`src/rtl/irq_probe_pkg.sv`:
```
package irq_probe_pkg;

    // Word indices (byte offset / 4) of the register window
    localparam int unsigned WORD_CFG   = 0;
    localparam int unsigned WORD_STAT  = 1;
    localparam int unsigned WORD_DATA  = 2;
    localparam int unsigned WORD_PEND  = 4;
    localparam int unsigned WORD_MASK  = 5;
    localparam int unsigned WORD_OPEN  = 6;
    localparam int unsigned WORD_SHUT  = 7;
    localparam int unsigned WORD_RAISE = 8;

    // What a read returns
    typedef enum logic [2:0] {
        RSEL_ZERO,
        RSEL_STAT,
        RSEL_DATA,
        RSEL_PEND,
        RSEL_MASK
    } rsel_e;

    // Write-side commands, one per cycle at most
    typedef struct packed {
        logic clr_pend;
        logic set_pend;
        logic open_mask;
        logic shut_mask;
        logic data_we;
    } cmd_t;

    // Interrupt state held by the core
    typedef struct packed {
        logic pend;
        logic mask;
    } irq_state_t;

    localparam irq_state_t IRQ_STATE_RST = '{pend: 1'b0, mask: 1'b1};

    function automatic rsel_e word_to_rsel(input logic [31:0] word);
        rsel_e r;
        case (word)
            WORD_STAT: r = RSEL_STAT;
            WORD_DATA: r = RSEL_DATA;
            WORD_PEND: r = RSEL_PEND;
            WORD_MASK: r = RSEL_MASK;
            default:   r = RSEL_ZERO;
        endcase
        return r;
    endfunction

    function automatic cmd_t word_to_cmd(input logic [31:0] word, input logic bit0);
        cmd_t c;
        c = '0;
        case (word)
            WORD_PEND:  c.clr_pend  = bit0;
            WORD_RAISE: c.set_pend  = bit0;
            WORD_OPEN:  c.open_mask = bit0;
            WORD_SHUT:  c.shut_mask = bit0;
            WORD_DATA:  c.data_we   = 1'b1;
            default:    c = '0;
        endcase
        return c;
    endfunction

endpackage

```
`src/rtl/irq_probe_decode.sv`:
```
module irq_probe_decode
    import irq_probe_pkg::*;
#(
    parameter int unsigned WORD_W = 6
) (
    input  logic              en,
    input  logic              we,
    input  logic [WORD_W-1:0] word,
    input  logic              wbit0,
    output cmd_t              cmd,
    output rsel_e             rsel
);
    logic [31:0] word32;

    always_comb begin
        word32 = 32'(word);
        cmd    = '0;
        rsel   = RSEL_ZERO;
        if (en && we) begin
            cmd = word_to_cmd(word32, wbit0);
        end
        if (en && !we) begin
            rsel = word_to_rsel(word32);
        end
    end
endmodule

```
`src/rtl/irq_probe_core.sv`:
```
module irq_probe_core
    import irq_probe_pkg::*;
(
    input  logic clk,
    input  logic rst,
    input  cmd_t cmd,
    input  logic ext_irq,
    output logic pend,
    output logic mask,
    output logic irq_o,
    output logic wake_o
);
    irq_state_t st_q, st_d;
    logic       ext_prev_q;
    logic       ext_chg;

    assign ext_chg = ext_irq ^ ext_prev_q;

    always_comb begin
        st_d = st_q;
        // software clear, then software set, then the external level last
        if (cmd.clr_pend)  st_d.pend = 1'b0;
        if (cmd.set_pend)  st_d.pend = 1'b1;
        if (ext_chg)       st_d.pend = ext_irq;
        if (cmd.open_mask) st_d.mask = 1'b0;
        if (cmd.shut_mask) st_d.mask = 1'b1;
    end

    always_ff @(posedge clk) begin
        if (rst) begin
            st_q       <= IRQ_STATE_RST;
            ext_prev_q <= 1'b0;
            irq_o      <= 1'b0;
            wake_o     <= 1'b0;
        end else begin
            st_q       <= st_d;
            ext_prev_q <= ext_irq;
            irq_o      <= st_q.pend & ~st_q.mask;
            wake_o     <= st_q.pend & ~st_q.mask;
        end
    end

    assign pend = st_q.pend;
    assign mask = st_q.mask;

    a_r2_outputs_follow_state: assert property (@(posedge clk) disable iff (rst)
        1'b1 |=> (irq_o == $past(pend && !mask)) && (wake_o == irq_o));

    a_r4_mask_holds_without_command: assert property (@(posedge clk) disable iff (rst)
        (!cmd.open_mask && !cmd.shut_mask) |=> $stable(mask));

    a_r5_open_clears_mask: assert property (@(posedge clk) disable iff (rst)
        cmd.open_mask |=> !mask);

    a_r5_shut_sets_mask: assert property (@(posedge clk) disable iff (rst)
        cmd.shut_mask |=> mask);

    a_r6_raise_sets_pending: assert property (@(posedge clk) disable iff (rst)
        (cmd.set_pend && !ext_chg) |=> pend);

    a_r3_clear_drops_pending: assert property (@(posedge clk) disable iff (rst)
        (cmd.clr_pend && !cmd.set_pend && !ext_chg) |=> !pend);

    a_r7_level_change_overwrites: assert property (@(posedge clk) disable iff (rst)
        ext_chg |=> pend == $past(ext_irq));
endmodule

```
`src/rtl/irq_probe_scratch.sv`:
```
module irq_probe_scratch #(
    parameter int unsigned DATA_W = 32
) (
    input  logic              clk,
    input  logic              rst,
    input  logic              we,
    input  logic [DATA_W-1:0] wdata,
    output logic [DATA_W-1:0] q
);
    always_ff @(posedge clk) begin
        if (rst) begin
            q <= '0;
        end else if (we) begin
            q <= wdata;
        end
    end

    a_r10_scratch_holds: assert property (@(posedge clk) disable iff (rst)
        !we |=> $stable(q));
endmodule

```
`src/rtl/irq_probe_readmux.sv`:
```
module irq_probe_readmux
    import irq_probe_pkg::*;
#(
    parameter int unsigned DATA_W = 32
) (
    input  rsel_e             rsel,
    input  logic [DATA_W-1:0] data,
    input  logic              pend,
    input  logic              mask,
    input  logic              pwr_on,
    input  logic              halt,
    output logic [DATA_W-1:0] rdata
);
    always_comb begin
        rdata = '0;
        unique case (rsel)
            RSEL_STAT: rdata = DATA_W'({halt, pwr_on});
            RSEL_DATA: rdata = data;
            RSEL_PEND: rdata = DATA_W'(pend);
            RSEL_MASK: rdata = DATA_W'(mask);
            default:   rdata = '0;
        endcase
    end
endmodule

```
`src/rtl/irq_probe_periph.sv`:
```
module irq_probe_periph
    import irq_probe_pkg::*;
#(
    parameter int unsigned ADDR_W = 8,
    parameter int unsigned DATA_W = 32
) (
    input  logic              clk,
    input  logic              rst,
    input  logic              bus_en,
    input  logic              bus_we,
    input  logic [ADDR_W-1:0] bus_addr,
    input  logic [DATA_W-1:0] bus_wdata,
    output logic [DATA_W-1:0] bus_rdata,
    input  logic              ext_irq_in,
    input  logic              pwr_on_in,
    input  logic              halt_in,
    output logic              irq_out,
    output logic              wake_out
);
    localparam int unsigned WORD_W = ADDR_W - 2;

    cmd_t              cmd;
    rsel_e             rsel;
    logic              pend;
    logic              mask;
    logic [DATA_W-1:0] scratch_q;
    logic              unused_byte_lanes;

    assign unused_byte_lanes = ^bus_addr[1:0];

    irq_probe_decode #(.WORD_W(WORD_W)) u_decode (
        .en    (bus_en),
        .we    (bus_we),
        .word  (bus_addr[ADDR_W-1:2]),
        .wbit0 (bus_wdata[0]),
        .cmd   (cmd),
        .rsel  (rsel)
    );

    irq_probe_core u_core (
        .clk     (clk),
        .rst     (rst),
        .cmd     (cmd),
        .ext_irq (ext_irq_in),
        .pend    (pend),
        .mask    (mask),
        .irq_o   (irq_out),
        .wake_o  (wake_out)
    );

    irq_probe_scratch #(.DATA_W(DATA_W)) u_scratch (
        .clk   (clk),
        .rst   (rst),
        .we    (cmd.data_we),
        .wdata (bus_wdata),
        .q     (scratch_q)
    );

    irq_probe_readmux #(.DATA_W(DATA_W)) u_readmux (
        .rsel   (rsel),
        .data   (scratch_q),
        .pend   (pend),
        .mask   (mask),
        .pwr_on (pwr_on_in),
        .halt   (halt_in),
        .rdata  (bus_rdata)
    );

    a_r11_idle_bus_reads_zero: assert property (@(posedge clk) disable iff (rst)
        !bus_en |-> bus_rdata == '0);
endmodule

```
`config.mk`:
```
export PLATFORM = sky130hd
export DESIGN_NAME = irq_probe_periph
export DESIGN_NICKNAME = d
export VERILOG_FILES = /design/src/rtl/irq_probe_pkg.sv /design/src/rtl/irq_probe_decode.sv /design/src/rtl/irq_probe_core.sv /design/src/rtl/irq_probe_scratch.sv /design/src/rtl/irq_probe_readmux.sv /design/src/rtl/irq_probe_periph.sv
export SDC_FILE = /design/constraint.sdc
export NUM_CORES = 1
export LEC_CHECK = 0
export BUFFER_PORTS_ARGS = -buffer_cell sky130_fd_sc_hd__buf_4
export CAP_MARGIN = 20
export CORE_MARGIN = 2
export CORE_UTILIZATION = 40
export CTS_CLUSTER_SIZE = 30
export DETAILED_ROUTE_END_ITERATION = 10
export PLACE_DENSITY = 0.71
export SYNTH_ARGS = -nofsm -noshare
export SYNTH_HDL_FRONTEND = slang
export SYNTH_SLANG_ARGS = --single-unit
export TNS_END_PERCENT = 30
```
`constraint.sdc`:
```
create_clock -name clk -period 1.93 [get_ports clk]
set_input_delay 0.386 -clock clk [delete_from_list [all_inputs] [get_ports clk]]
set_output_delay 0.386 -clock clk [all_outputs]
set_load 0.01 [all_outputs]
```
==> results_dict.tcl, run 1 <==
set metrics [dict create \
    grt_max_degree 36 \
    avgRoutedWirePerCell_um 11.2 \
    worst_slack_ns -0.234 \
    pin_count 81 \
    cp.arrival_ns 1.78 \
    clock_skew_ns 0.000291 \
    cts_made_buffers 5 \
    fmax_ghz 0.462 \
    dp.cells 333 \
    synth_cell_types 29 \
    cts_tree "done" \
    routabilityCongestion 0.805 \
    fp.dieH_um 67.4 \
    violations "negative setup slack" \
    clock_path_buffers 2 \
    syn_avg_cell_area_um2 7.61 \
    max_slew_margin_pct 74.8 \
    reg2reg_depth 3 \
    layout-drive-gt1-share_pct 34.7 \
    ys_ff_latch 36 \
    rows 23 \
    ys_top_cells_by_area "dfxtp_1, nand2_1, and2_1" \
    cts-root-buf "clkbuf_8" \
    status "finished with violations" \
    met2_usage_pct 32.9 \
    peakVddDrop_mv 0.470 \
    yosysSeqAreaShare_pct 44.9 \
    drt-total-wl_um 3830 \
    worst_slew_pin_slew_ns 0.373 \
    crit_type "input pin to primary output" \
    fin_total_pwr_w 0.00142 \
    first_pass_iters 4 \
    fin_crit_sh_pct 112 \
    hold_end "u_scratch.q[29]$_SDFFE_PP0P_" \
    hold_path.class "input pin to flip-flop" \
    die_area_um2 4540 \
    r2r_end "u_core.pend$_SDFFE_PP0P_" \
    post_drt_via_cell_ratio 4.75 \
    start_util_pct 40.7 \
    first_global_vias 1496 \
    cap_violations 0 \
    min_path_cells 3 \
    gr-total-overflow 0 \
    drc_errors 0 \
    core_area_um2 3940 \
    crit_path_start_kind "input pin" \
    design_area_um2 2410 \
    cts_sinks 36 \
    hold_violations 0 \
    rsz0062_at_grt "yes" \
    rrSetupSlack_ns 1.15 \
    dp_worst_setup_slack_ns -0.267 \
    dpl.hpwl_um 2590 \
    antenna_found_initial 0 \
    path_max_fanout 30 \
    setup_viol 32 \
    cts_setup_buffers 0 \
    met1_usage_pct 21.3 \
    reg2reg_from "u_core.ext_prev_q$_SDFF_PP0_" \
    synth_area_um2 1610 \
    worstSkewPairLatency_ns 0.28 \
    syn_nets 258 \
    setup.worst_path.start "bus_addr[7]" \
    instances_no_fill 341 \
    grt_usage_pct 18.5 \
    synth_warnings 0 \
    antennaDiodeCount 0 \
    worstHoldStart "bus_wdata[29]" \
    area_delta_synth_final_pct 49.9 \
    synthCells 211 \
    fill_cells 373 \
    dpl-instance-area_um2 2280 \
    p_leak_nw 1.02 \
    portBuffers 78 \
    use_met3_pct 4.50 \
    via_count 1621 \
    path_clk_slew_ns 0.07 \
    ant_nets 0 \
    die_x_um 67.4 \
    p_per_area_nw_per_um2 588 \
    netlist.area_leader.share_pct 44.9 \
    grt_pass1_wl_um 6330 \
    nNetsFinal 337 \
    drtIter0Drc 105 \
    synth_top_area_cell "dfxtp_1" \
    htreeDepth 2 \
    slew_viol_final 0 \
    grt-busiest-layer "met2" \
    period_minus_slack_ns 2.16 \
    fin_hold_ws_ns 0.344 \
    crit_required_ns 1.54 \
    endpoint_kind "primary output" \
]
==> area by class of cell <==
cell class | count | area, µm² | area share, %
inverters | 3 | 11.3 | 0.468
repair buffers | 88 | 697 | 29.0
clock buffers | 6 | 82.6 | 3.43
clock inverters | 2 | 10.0 | 0.416
flip-flops and latches | 36 | 721 | 30.0
multi-input cells | 156 | 822 | 34.2
well taps | 50 | 62.6 | 2.60
==> power by group <==
group          internal [W]  switching [W]
logic             0.0000771      0.0000501
registers          0.000747     0.00000214
clock network      0.000285       0.000255
total               0.00111       0.000307
==> worst max-delay path by stage <==
| stage | to | slack [ns] | depth (start not counted) |
|---|---|---|---|
| 6_report | bus_rdata[2] | -0.23 | 6 |
| 3_3_place_gp | bus_rdata[2] | -0.28 | 6 |
| 3_5_place_dp | bus_rdata[2] | -0.27 | 6 |
| 2_1_floorplan | bus_rdata[10] | -0.005 | 4 |
| 5_1_grt | bus_rdata[2] | -0.33 | 6 |
| 4_1_cts | bus_rdata[2] | -0.25 | 6 |
==> registers in the layout (all words and copies together) (netlist names) <==
register	cells
u_core.irq_o	1
u_core.pend	1
u_core.ext_prev_q	1
u_scratch.q	32
u_core.mask	1
==> cell usage after synthesis, drive strengths merged <==
cell type and count:
nand2 66, dfxtp 36, a21oi 33, and2 30
clkbuf 11, buf 5, nor2 4, inv 3
and3 2, nor2b 2, nor4 2, nor4b 2
o21ai 2, a221oi 1, a22oi 1, and4 1
mux2i 1, nand2b 1, nand3 1, nand4 1
nand4b 1, nor3 1, nor3b 1, o2bb2ai 1
o311ai 1, or4b 1
==> per-layer routing <==
layer / up-vias / share of wire [%]
met2: 50 / 51
met5: - / 0
li1: 840 / -
met4: 0 / 1.2
met3: 5 / 7.0
met1: 726 / 41
==> cell usage in the layout (no fill, tap or decap) <==
master | netlist | layout
o2bb2ai_1 | 1 | 1
dfxtp_1 | 36 | 36
nor4b_1 | 2 | 2
nand4b_1 | 1 | 1
nand2b_1 | 1 | 1
a221oi_1 | 1 | 1
nand4_1 | 1 | 1
nand2_1 | 66 | 66
clkbuf_8 | 0 | 6
buf_4 | 1 | 83
o21ai_0 | 2 | 2
nor3_4 | 0 | 1
a21oi_2 | 0 | 1
mux2i_1 | 1 | 1
inv_1 | 3 | 3
a22oi_1 | 1 | 1
o311ai_0 | 1 | 1
and4_1 | 1 | 1
and2_1 | 30 | 30
clkinv_2 | 0 | 2
or4b_4 | 1 | 1
nor2b_1 | 2 | 2
nor4_2 | 0 | 1
nor4_4 | 1 | 1
buf_12 | 0 | 2
buf_6 | 0 | 3
nor2_1 | 4 | 4
nand3_1 | 1 | 1
and3_1 | 2 | 2
a21oi_1 | 33 | 32
nor3b_1 | 1 | 1
==> kinds of logic (layout without fill, tap and decap cells) <==
group	count (synthesis)	in the layout	synth area share (%)
buffers and inverters	19	99	5.22
AND/OR/NAND/NOR	116	116	36.2
flip-flops	36	36	44.9
AO/OA/AOI/OAI	39	39	13.0
multiplexers	1	1	0.624
==> what timing repair did <==
action	4_1_cts	5_1_grt
setup endpoints to repair	32	32
pin swaps	3	3
hold buffers	0	0
gates resized for setup	5	2
cloned	0	0
==> metrics by stage <==
stage / TNS [ns] / util (%)
after global placement: -7.75 / 57.9
after detailed placement: -7.69 / 57.9
after CTS: -7.22 / 60.8
after floorplan: -0.153 / -
after global routing: -9.20 / 61.0
final: -6.78 / 61.0
==> critical path: stages <==
cell and delay [ns]:
buf_6 0.09, or4b_4 0.55, nor4_4 0.27, buf_12 0.20, and2_1 0.15, buf_4 0.12
Note: power is estimated with default switching activity, not from simulation.
==> run 2, diff against run 1 <==
Settings changed: GPL_TIMING_DRIVEN from default to 1, HOLD_SLACK_MARGIN from default to 0.08, PLACE_DENSITY 0.71 to 0.7, SYNTH_HIERARCHICAL from default to 1.
==> run 2 against run 1 <==
Effect of this change:
- the run still ends with negative setup slack left
- clock power hardly changed
- largest power group unchanged
- setup slack worse by 0.28 ns
- via count is 7.6% lower
- critical path depth stayed put
- register-to-register slack worse by 0.04 ns
- first-iteration DRC count is 58% lower
- clock-buffer cell count is 1 higher
- flip-flop and latch count stayed put
- synthesized area is 8.7% higher
- sequential power hardly changed
==> results_dict.tcl, run 2 <==
set metrics [dict create \
    first_pass_iters 4 \
    synth_xor_area_share_pct 1.00 \
    netlist.area_leader.share_pct 41.3 \
    post_drt_via_cell_ratio 4.61 \
    r2r_end "u_core/pend$_SDFFE_PP0P_" \
    endpoint_kind "primary output" \
    drtIter0Drc 44 \
    layout-drive-gt1-share_pct 42.1 \
    slew_viol_final 0 \
    finalSetupTns_ns -15.75 \
    largest_reg_flops 32 \
    ys_ff_latch 36 \
    drt-total-wl_um 3810 \
    fin_total_pwr_w 0.00143 \
    cp.arrival_ns 2.06 \
    cp_cell_sequence "buf_6 -> or4_4 -> nor4b_4 -> or4bb_1 -> o311ai_2 -> buf_4" \
    cts_sinks 36 \
    worst_slew_pin_slew_ns 0.374 \
    rsz0062_at_grt "yes" \
    rrSetupSlack_ns 1.11 \
    synth_area_um2 1740 \
    yosys.area_share.simple_pct 29.6 \
    peakVddDrop_mv 0.274 \
    path_clk_slew_ns 0.07 \
    synth_top_area_cell "dfxtp_1" \
    synth_top_family_by_area "simple AND/OR/NAND/NOR gates" \
    cap_violations 0 \
    reg2reg_from "u_core/pend$_SDFFE_PP0P_" \
    avgRoutedWirePerCell_um 11.7 \
    async_flop_share_pct 0 \
    via_count 1498 \
    crit_path_start_kind "input pin" \
    htreeDepth 2 \
    cp_slowest_cell "or4_4" \
    clock_skew_ns 0.00153 \
    p_leak_nw 1.11 \
    worstSkewPairLatency_ns 0.28 \
    dpl.hpwl_um 2760 \
    violations "negative setup slack" \
    clock_path_buffers 2 \
    yosysSeqAreaShare_pct 41.3 \
    die_area_um2 4900 \
    fmax_ghz 0.409 \
    setup_viol 32 \
    path_max_fanout 3 \
    max_slew_margin_pct 75.1 \
    routabilityCongestion 0.713 \
    ys_top_cells_by_count "dfxtp_1, nor2_1, mux2i_1" \
    grt_usage_pct 15.7 \
    largest_register "u_scratch/q" \
    antenna_found_initial 0 \
    ant_nets 0 \
    first_global_vias 1445 \
    worst_slack_ns -0.513 \
    grt_max_degree 37 \
    status "finished with violations" \
    antennaDiodeCount 0 \
    synthCells 179 \
    slowest_delay_ns 0.57 \
    synth_most_common_cell "dfxtp_1" \
    reg2reg_depth 3 \
    cts_made_buffers 5 \
    synthAdderAreaFrac_pct 0 \
    fp.dieH_um 70.0 \
    start_util_pct 40.9 \
    die_x_um 70.0 \
    rows 24 \
    ys.flop_type "dfxtp_1" \
    area_delta_synth_final_pct 49.9 \
    drc_errors 0 \
    layout_common_cells "buf_4, dfxtp_1, nor2_1, mux2i_1, and2_1" \
    hold_violations 0 \
    nNetsFinal 319 \
    core_area_um2 4260 \
    p_per_area_nw_per_um2 548 \
    final_util_pct 61.3 \
    synth_compound_area_share_pct 2.30 \
    min_path_cells 3 \
    ys_top_cells_by_area "dfxtp_1, mux2i_1, and2_1" \
    worstHoldStart "bus_wdata[27]" \
    synth_warnings 6 \
    pin_count 81 \
    crit_type "input pin to primary output" \
    synth_edf_count 0 \
    period_minus_slack_ns 2.44 \
    dp_worst_setup_slack_ns -0.540 \
    final_common_cell "buf_4" \
    syn_nets 226 \
    cts_tree "done" \
    crit_required_ns 1.54 \
    muxShareOfSynthArea_pct 18.9 \
    syn_avg_cell_area_um2 9.74 \
    hold_path.class "input pin to flip-flop" \
    portBuffers 78 \
    cts-root-buf "clkbuf_8" \
    gr-total-overflow 0 \
    hold_end "u_scratch/q[27]$_SDFFE_PP0P_" \
    fin_crit_sh_pct 127 \
    grt_pass1_wl_um 6350 \
    synth_cell_types 31 \
]
==> run 2: cell types whose count changed after synthesis, moves of 3 or more <==
cell	before	now
nor2_1	4	34
buf_2	4	0
buf_12	0	3
a21oi_1	33	1
mux2i_1	1	33
nand2_1	66	1
clkbuf_1	8	3
nand3b_1	0	3
==> run 2: final cells by class <==
| class | instances | area (µm²) |
|---|---|---|
| fillers | 376 | 1650 |
| inverters | 4 | 15.0 |
| multi-input cells | 128 | 943 |
| well taps | 52 | 65.1 |
| flip-flops and latches | 36 | 721 |
| repair buffers | 97 | 777 |
| clock inverters | 1 | 7.51 |
| clock buffers | 7 | 86.3 |
==> run 2: repair_timing <==
| action | 4_1_cts | 5_1_grt |
|---|---|---|
| setup buffers | 0 | 1 |
| hold buffers | 0 | 0 |
| resized for setup | 3 | 5 |
| pin swaps | 2 | 3 |
| endpoints found under the setup margin | 32 | 32 |
==> run 2: metal layers <==
metal / part of all wire (%) / routed length [µm] / global-route usage (%)
met2: 49 / 1870 / 26.2
met5: 0 / 0 / 0
met1: 44 / 1670 / 20.3
met4: 1.1 / 42 / 4.49
met3: 5.9 / 224 / 3.75
==> run 2: power breakdown <==
group	switching (W)	leakage (nW)	internal, W
combinational	0.0000541	0.778	0.0000914
sequential	0.00000274	0.290	0.000747
clock	0.000248	0.0445	0.000290
total	0.000305	1.11	0.00113
==> run 2: critical path: cells and delay by family <==
| kind | cells | cell delay [ns] |
|---|---|---|
| compound gates | 1 | 0.10 |
| buf+inv | 2 | 0.26 |
| simple gates | 3 | 1.31 |
==> run 2: how the worst max path moves through the flow <==
stage           startpoint       endpoint  cells after the start
6_report       bus_addr[7]   bus_rdata[0]                      6
5_1_grt        bus_addr[7]  bus_rdata[27]                      7
4_1_cts        bus_addr[7]  bus_rdata[25]                      7
3_5_place_dp   bus_addr[7]   bus_rdata[0]                      7
3_3_place_gp   bus_addr[7]   bus_rdata[0]                      7
2_1_floorplan  bus_addr[7]  bus_rdata[10]                      5
==> run 2: cell families after synthesis <==
logic type	count (synthesis)
flip-flops	36
AO/OA/AOI/OAI	5
multiplexers	33
XOR/XNOR	2
AND/OR/NAND/NOR	88
buffers and inverters	15
==> run 2: metrics by stage <==
step / cell area, µm² / std cells / hold WS (ns)
6_report: 2620 / 325 / 0.337
5_1_grt: 2620 / 325 / 0.336
4_1_cts: 2590 / 324 / 0.330
3_5_place_dp: 2480 / 316 / 0.472
3_3_place_gp: 2480 / 316 / 0.457
2_1_floorplan: 1750 / 179 / 0.408
==> run 3, diff against run 2 <==
Settings changed: CAP_MARGIN 20 to 10, CORE_ASPECT_RATIO from default to 1.5.
==> run 3 against run 2 <==
Effect of this change:
- the run still ends with negative setup slack left
- clock skew shrank 0.0013 ns
- setup slack worse by 0.070 ns
- flip-flop and latch count stayed put
- power down 4.1%
- register-to-register slack hardly changed
- utilization rose by 2.6 points
==> results_dict.tcl, run 3 (synthesized netlist as in run 2, its figures left out) <==
set metrics [dict create \
    cellInternalPower_w 0.00108 \
    pin_count 81 \
    clock_skew_ns 0.000260 \
    rrSetupSlack_ns 1.12 \
    avgRoutedWirePerCell_um 12.9 \
    largest_register "u_scratch/q" \
    p_switching_w 0.000290 \
    via_count 1569 \
    clock_path_buffers 2 \
    die_area_um2 4920 \
    core_area_um2 4210 \
    fin_crit_sh_pct 130 \
    layout-drive-gt1-share_pct 46.2 \
    dpl-instance-area_um2 2440 \
    max_slew_margin_pct 74.4 \
    antenna_found_initial 0 \
    status "finished with violations" \
    r2r_end "u_core/pend$_SDFFE_PP0P_" \
    grt_pass1_wl_um 6440 \
    design_area_um2 2690 \
    cp.arrival_ns 2.13 \
    reg2reg_depth 3 \
    ant_nets 0 \
    cts_tree "done" \
    area_delta_synth_final_pct 54.3 \
    power_frac_clock_pct 34.7 \
    swShare_pct 21.1 \
    reg2reg_from "u_core/pend$_SDFFE_PP0P_" \
    antennaDiodeCount 0 \
    htreeDepth 2 \
    cts_sinks 36 \
    cap_violations 0 \
    drtIter0Drc 17 \
    largest_reg_flops 32 \
    fmax_ghz 0.398 \
    post_drt_via_cell_ratio 4.89 \
    gr-total-overflow 0 \
    portBuffers 78 \
    path_max_fanout 3 \
    endpoint_kind "primary output" \
    finalSetupTns_ns -15.75 \
    start_util_pct 41.4 \
    hold_path.class "input pin to flip-flop" \
    crit_type "input pin to primary output" \
    drc_errors 0 \
    setup.worst_path.start "bus_we" \
    final_common_cell "buf_4" \
    violations "negative setup slack" \
    hold_violations 0 \
    peakVddDrop_mv 0.615 \
    crit_required_ns 1.54 \
    combPwrFrac_pct 10.7 \
    worst_slack_ns -0.583 \
    crit_end "bus_rdata[0]" \
    grt_max_degree 37 \
    setup_viol 32 \
    worst_slew_pin_slew_ns 0.381 \
    slew_viol_final 0 \
    p_leak_nw 1.15 \
    drt-total-wl_um 4140 \
    routabilityCongestion 0.753 \
    grt_usage_pct 16.7 \
    nNetsFinal 322 \
    dp_worst_setup_slack_ns -0.605 \
    dpl.hpwl_um 2940 \
    layout_common_cells "buf_4, dfxtp_1, nor2_1, mux2i_1, buf_6" \
    crit_path_start_kind "input pin" \
    first_global_vias 1526 \
    cts_made_buffers 5 \
    rows 29 \
    p_per_area_nw_per_um2 510 \
    p_seq_share_pct 54.6 \
    cts-root-buf "clkbuf_8" \
    cts_hold_repair.buffers 0 \
    period_minus_slack_ns 2.51 \
    first_pass_iters 4 \
    path_clk_slew_ns 0.06 \
    rsz0062_at_grt "yes" \
    fp.dieH_um 84.9 \
    worstSkewPairLatency_ns 0.27 \
    die_x_um 57.9 \
]
run 3: cell count changes in the layout (fill, tap and decap cells not counted), moves of 12 or more:
cell,previous run,this run
and2_1,29,17
buf_6,3,19
and2_4,1,13
buf_4,91,78
run 3: per-stage QoR:
step                total power, W  cells  hold slack, ns  utilization, %
floorplan                 0.000805    179           0.408               -
CTS                        0.00139    319           0.340            61.2
detailed placement        0.000905    308           0.438            58.0
global route               0.00143    321           0.344            63.9
finish                     0.00137    321           0.346            63.9
global placement          0.000904    308           0.444            58.0
run 3: cell type report:
class,instances,area [µm²]
inverters,4,15.0
repair buffers,100,855
well taps,46,57.6
clock inverters,1,5.00
clock buffers,6,72.6
flip-flops and latches,36,721
fillers,392,1520
multi-input cells,128,966
run 3: timing repair:
item	CTS	global route
setup buffers	3	2
endpoints found under the setup margin	32	32
pin swaps	2	12
cloned	1	1
hold endpoints to repair	0	0
resized for setup	7	34
run 3: power by group through the flow:
stage	registers [W]	logic [W]	clock network [W]
6_report	0.000749	0.000147	0.000477
3_5_place_dp	0.000766	0.000139	0
5_1_grt	0.000749	0.000158	0.000526
4_1_cts	0.000749	0.000143	0.000497
2_1_floorplan	0.000765	0.0000395	0
3_3_place_gp	0.000766	0.000138	0
run 3: worst min-delay path by stage:
stage                                         endpoint  slack (ns)  cells past startpoint                startpoint
after floorplan               u_core/wake_o$_SDFF_PP0_        0.41                      1  u_core/mask$_SDFFE_PP1P_
after global placement        u_core/wake_o$_SDFF_PP0_        0.44                      1  u_core/mask$_SDFFE_PP1P_
after detailed placement      u_core/wake_o$_SDFF_PP0_        0.44                      1  u_core/mask$_SDFFE_PP1P_
after CTS                 u_scratch/q[10]$_SDFFE_PP0P_        0.34                      3             bus_wdata[10]
after global routing      u_scratch/q[10]$_SDFFE_PP0P_        0.34                      3             bus_wdata[10]
final                      u_scratch/q[6]$_SDFFE_PP0P_        0.35                      3              bus_wdata[6]
run 3: worst max-delay path, stage by stage:
cell      delay [ns]
buf_6           0.09
or4_4           0.57
nor4b_4         0.25
buf_4           0.16
or4bb_1         0.40
o311ai_1        0.10
buf_4           0.17
run 3: routing by layer:
metal  global-route usage (%)  vias to the layer above  wire, µm
met2                     33.1                       46      2370
met5                        0                        -         0
met4                     5.07                        0        55
met1                     16.4                      729      1500
met3                     3.51                        5       210
li1                         -                      789         -
